## src/rtl/rtx_fifo.sv

```systemverilog
module rtx_fifo #(
  parameter int DEPTH = 512,
  parameter int WIDTH = 9
) (
  input  logic             clk,
  input  logic             rst_n,
  input  logic [WIDTH-1:0] din,
  input  logic             wr_n,
  input  logic             rd_n,
  input  logic             ld_rt_n,
  input  logic             exp_in,
  output logic [WIDTH-1:0] dout,
  output logic             empty_n,
  output logic             full_n,
  output logic             exp_hf_n
);
  localparam int AW = $clog2(DEPTH);
  localparam int CW = AW + 1;
  localparam logic [CW-1:0] FULL_CNT = CW'(DEPTH);
  localparam logic [CW-1:0] HALF_CNT = CW'(DEPTH / 2);

  logic [WIDTH-1:0] mem [DEPTH];
  logic [AW-1:0]    wptr, rptr;
  logic [CW-1:0]    cnt;
  logic             wr_d, rd_d, rt_d;
  logic             wr_fall, rd_fall, rt_go, do_wr, do_rd;

  assign wr_fall = wr_d & ~wr_n;
  assign rd_fall = rd_d & ~rd_n;
  assign rt_go   = rt_d & ~ld_rt_n & ~exp_in;
  assign do_wr   = wr_fall & (cnt != FULL_CNT) & ~rt_go;
  assign do_rd   = rd_fall & (cnt != '0) & ~rt_go;

  always_ff @(posedge clk or negedge rst_n) begin
    if (!rst_n) begin
      wr_d <= 1'b1;
      rd_d <= 1'b1;
      rt_d <= 1'b1;
    end else begin
      wr_d <= wr_n;
      rd_d <= rd_n;
      rt_d <= ld_rt_n;
    end
  end

  always_ff @(posedge clk)
    if (do_wr) mem[wptr] <= din;

  always_ff @(posedge clk or negedge rst_n) begin
    if (!rst_n) begin
      wptr <= '0;
      rptr <= '0;
      cnt  <= '0;
      dout <= '0;
    end else if (rt_go) begin
      rptr <= '0;
      if (wptr == '0 && cnt != '0) cnt <= FULL_CNT;
      else                         cnt <= CW'(wptr);
    end else begin
      if (do_wr) wptr <= wptr + 1'b1;
      if (do_rd) begin
        dout <= mem[rptr];
        rptr <= rptr + 1'b1;
      end
      cnt <= cnt + CW'(do_wr) - CW'(do_rd);
    end
  end

  assign empty_n  = (cnt != '0);
  assign full_n   = (cnt != FULL_CNT);
  assign exp_hf_n = exp_in | ~(cnt > HALF_CNT);

  initial AST_DEPTH_LEGAL: assert (DEPTH == 256 || DEPTH == 512 || DEPTH == 1024);

  AST_NO_OVERFLOW: assert property (@(posedge clk) disable iff (!rst_n)
    cnt <= FULL_CNT);
  AST_FLAGS_EXCL: assert property (@(posedge clk) disable iff (!rst_n)
    empty_n || full_n);
  AST_FULL_DROPS_WRITE: assert property (@(posedge clk) disable iff (!rst_n)
    (cnt == FULL_CNT && wr_fall && !rd_fall && !rt_go) |=> (cnt == FULL_CNT && $stable(wptr)));
  AST_EMPTY_DROPS_READ: assert property (@(posedge clk) disable iff (!rst_n)
    (cnt == '0 && rd_fall && !wr_fall && !rt_go) |=> ($stable(dout) && $stable(rptr)));
  AST_EMPTY_BOTH_WRITES: assert property (@(posedge clk) disable iff (!rst_n)
    (cnt == '0 && wr_fall && rd_fall && !rt_go) |=> (cnt == CW'(1) && $stable(dout)));
  AST_RT_REWINDS: assert property (@(posedge clk) disable iff (!rst_n)
    rt_go |=> (rptr == '0 && $stable(wptr)));
  AST_XI_HOLDS_HF: assert property (@(posedge clk) disable iff (!rst_n)
    exp_in |-> exp_hf_n);
endmodule

```

## config.mk

```make
export PLATFORM = sky130hd
export DESIGN_NAME = rtx_fifo
export DESIGN_NICKNAME = d
export VERILOG_FILES = /design/src/rtl/rtx_fifo.sv
export SDC_FILE = /design/constraint.sdc
export NUM_CORES = 2
export LEC_CHECK = 0
export BUFFER_PORTS_ARGS = -buffer_cell sky130_fd_sc_hd__buf_2
export CAP_MARGIN = 20
export CORE_MARGIN = 8
export CORE_UTILIZATION = 45
export DETAILED_ROUTE_END_ITERATION = 16
export MAX_ROUTING_LAYER = met4
export SYNTH_ARGS = -nofsm -noshare
export SYNTH_HDL_FRONTEND = slang
export SYNTH_MEMORY_MAX_BITS = 65536
export SYNTH_SLANG_ARGS = --single-unit
```

## constraint.sdc

```tcl
create_clock -name clk -period 5.5 [get_ports clk]
set_input_delay 0.825 -clock clk [delete_from_list [all_inputs] [get_ports clk]]
set_output_delay 0.825 -clock clk [all_outputs]
set_load 0.01 [all_outputs]
```

==> reports/qor.log <==
INFO  synthesis      post_synth_main_area_contributors=edfxtp_1, mux4_2, mux2i_1, nor2_1, mux4_1
INFO  global_routing grt_pass1_wl=724mm
INFO  global_routing grt.total_usage=24.5%
INFO  global_routing grt_start_max_net_pins=172
INFO  critical_path  reg2regPathDepth=9
INFO  drt            detail_route.drc_violations=0
INFO  drt            post_route_wl=518mm
INFO  timing         max_freq=200MHz
INFO  power_and_ir_drop leakage=0.0641uW
INFO  synthesis      post_synth.cell_area_avg=20.9um2
INFO  drt            route.antenna.remaining_nets=0
INFO  synthesis      synth.cells.most_frequent=edfxtp_1, mux4_2, nor2_1
INFO  synthesis      synth-seq-cells=4648
INFO  clock_tree     worst_setup_hold_path_clk_slew=0.06ns
INFO  die            start_util=45.2%
INFO  timing         layout_min_cycle_time=5.00ns
INFO  timing         slew_violations=0
INFO  critical_path  cp_max_fo=44
INFO  timing         setup_viol_count_final=0
INFO  synthesis      synth_most_common_cell=edfxtp_1
INFO  clock_tree     cts.htree.levels=5
INFO  power_and_ir_drop irDropWorstVdd=430uV
INFO  critical_path  regToRegSetupSlack=0.50ns
INFO  die            placement_rows=233
INFO  die            die_width=653um
INFO  timing         worst_slew_margin_rel=19.3%
INFO  clock_tree     clock-sinks=4648
INFO  drt            drt_iter0_drc=12400
INFO  critical_path  arrival=5.85ns
INFO  timing         report.final.hold_viol_count=0
INFO  clock_tree     cts_max_path_buffers=4
INFO  timing         final.setup.tns=0ns
INFO  placement      detailed_place.area=190000um2
INFO  synthesis      yosys_warnings=0
INFO  synthesis      synth_enable_flop_cells=4608
INFO  timing         timing_worst_slew_pin_value=1.21ns
INFO  critical_path  critical_path_required=6.35ns
INFO  finish         multi_input_combinational_cell_area=39300um2
INFO  drt            average_routed_wire_per_standard_cell=34.8um
INFO  finish         fillers=31600
INFO  synthesis      synth_flop_cell=edfxtp_1
INFO  clock_tree     cts_made_buffers=466
INFO  drt            dr_total_vias=92200
INFO  drt            avgViaCountPerCell=6.18
INFO  die            fp.dieArea=426000um2
INFO  synthesis      yosysSeqAreaShare=76.4%
INFO  placement      dp_hpwl=315mm
INFO  clock_tree     clk_latency=1.00ns
INFO  finish         finish.instance_area=205000um2
INFO  flow_run       maxCapViolCount=0
INFO  die            die-height=653um
INFO  synthesis      syn-cell-area=182000um2
INFO  placement      placement.io_buffers=26
INFO  finish         seq_area=139000um2
INFO  synthesis      asyncSetResetFlopFracSynth=0.861%
INFO  outcome        run_status=finished, final reports clean
INFO  global_routing grt_pass1_vias=92200
INFO  drt            drt-pass1-iter-count=6
INFO  critical_path  worstSetupStartpointType=flip-flop
INFO  clock_tree     cts_tree=yes
INFO  finish         net_count_of_the_finished_layout=9115
INFO  die            std_cell_core_area=403000um2
INFO  synthesis      synthesis.instances=8744
INFO  finish         synthToLayoutAreaGrowth=12.3%
INFO  critical_path  regToRegStartpoint=rptr[1]
INFO  die            floorplan.io_pins=27
INFO  synthesis      synth_top_cell_by_area=edfxtp_1
INFO  min_path       whs_path_depth=1
INFO  critical_path  critical_path.endpoint_type=flip-flop
INFO  placement      gp_routability_congestion=0.873
INFO  timing         clock-skew-final=0.0976ns
INFO  min_path       timing.hold.worst.class=input pin to flip-flop
INFO  critical_path  critPathKind=flip-flop to flip-flop
INFO  clock_tree     clock-root-buffer=clkbuf_16
INFO  power_and_ir_drop power_per_cell_area=466nW/um2
INFO  synthesis      synth_largest_type_area_fraction=75.9%
INFO  global_routing global_route.overflow_total=0
INFO  synthesis      syn-num-nets=8781
INFO  synthesis      number_of_distinct_library_cell_variants_in_the_gate_level_netlist_after_synthesis=83
INFO  clock_tree     post_cts_resized=0
INFO  timing         min_period_over_period=90.8%
INFO  min_path       hold_critical_path_endpoint=mem[460][3]
INFO  min_path       hold_path.startpoint=din[3]
INFO  global_routing antenna_found_initial=32
INFO  timing         hold-worst-slack=0.302ns
INFO  finish         drive_gt1_share=21.7%
INFO  timing         rsz0062_at_grt=no
INFO  critical_path  worst_r2r_endpoint=dout[1]
## power by group
group | switching, uW | internal [uW]
registers | 475 | 39100
logic | 14600 | 10300
clock network | 13500 | 17400
total | 28500 | 66800
## critical path, cell delays in order, from the launching register on
cell	delay, ns
dfrtp_4	1.14
and2_4	0.94
buf_4	0.37
a221o_1	0.20
o21ai_0	0.30
a211oi_1	0.69
nor3_1	0.28
buf_4	0.24
a2111oi_0	0.49
o31ai_1	0.11
## through the flow
stage	power (uW)	setup WS (ns)	utilization, %	std cells
final	95300	0.504	50.8	14900
after global routing	97900	0.524	50.8	14900
after CTS	95700	0.602	50.7	14900
after detailed placement	65200	0.609	47.1	14000
after global placement	65100	0.537	47.0	14000
after floorplan	56400	1.59	-	8744
## final cells by class
class | instances | share of cell area (%)
inverter | 27 | 0.0587
antenna | 31 | 0.0379
sequential | 4648 | 68.1
timing repair buffer | 415 | 2.11
clock buffer | 582 | 5.98
multi-input combinational | 3520 | 19.2
tap | 5405 | 3.30
clock inverter | 280 | 1.20
## cells by family (layout without fill, tap and decap cells)
logic type	after synthesis	in the layout	synth area share, %
flops	4648	4648	76.4
mux	1578	1578	15.5
fa+ha+maj	22	22	0.155
xor+xnor	19	19	0.0913
simple gates	1082	1082	2.46
other cells	0	31	0
buf+inv	576	1304	2.12
compound gates	819	819	3.18
## cell usage in the layout, fill, tap and decap left out, types with 13 or more instances in the layout
cell type  Yosys  layout
diode_2        0      31
buf_12         4      90
clkbuf_16      0     469
nand2_4        0      17
a21oi_1      113     113
and3_1        15      15
clkbuf_1     197     104
o211ai_1      19      19
a221o_1       28      28
inv_1         24      21
o21ai_0      159     159
edfxtp_1    4608    4608
mux2i_1      551     551
and2_1        17      14
a211oi_1      25      25
o221ai_1      30      30
mux2_2        48      48
nor2_1       624     620
a31oi_1       38      38
mux4_1        66      66
clkinv_1       2     139
nand2b_1      17      15
dfrtp_1       37      31
bufinv_16      0      36
clkinv_2       0      73
nor3_1        47      47
mux4_2       913     913
a311oi_1      16      16
buf_4         46     284
o31ai_1       15      14
ha_1          21      21
xnor2_1       13      13
nand2_1      240     222
buf_2        127      17
a22oi_1       91      91
a221oi_1     146     146
nand3_1       73      73
o22ai_1       53      53
## worst max path at each step
stage	startpoint	to	cells after the start
global route	rptr[0]	dout[8]	11
global placement	rptr[1]	dout[3]	10
finish	rptr[1]	dout[1]	9
detailed placement	rptr[0]	dout[8]	11
CTS	rptr[0]	dout[1]	10
floorplan	ld_rt_n	cnt[8]	18
## state kept, by name, indices dropped and copies added (netlist names)
| signal | cells |
|---|---|
| cnt | 10 |
| rptr | 9 |
| rt_d | 1 |
| mem | 4608 |
| wr_d | 1 |
| wptr | 9 |
| dout | 9 |
| rd_d | 1 |
## per-layer routing
metal	vias up	global-route usage, %	share of wire, %
met3	916	5.97	10
met2	4881	36.9	47
met4	0	9.54	4.2
li1	37200	-	-
met5	-	-	0
met1	49200	32.4	39
## timing repair
action,in CTS,in global routing
hold buffers,4,0
endpoints found under the hold margin,40,0
buffers inserted,0,0
Power figures use the tool's default switching activity.
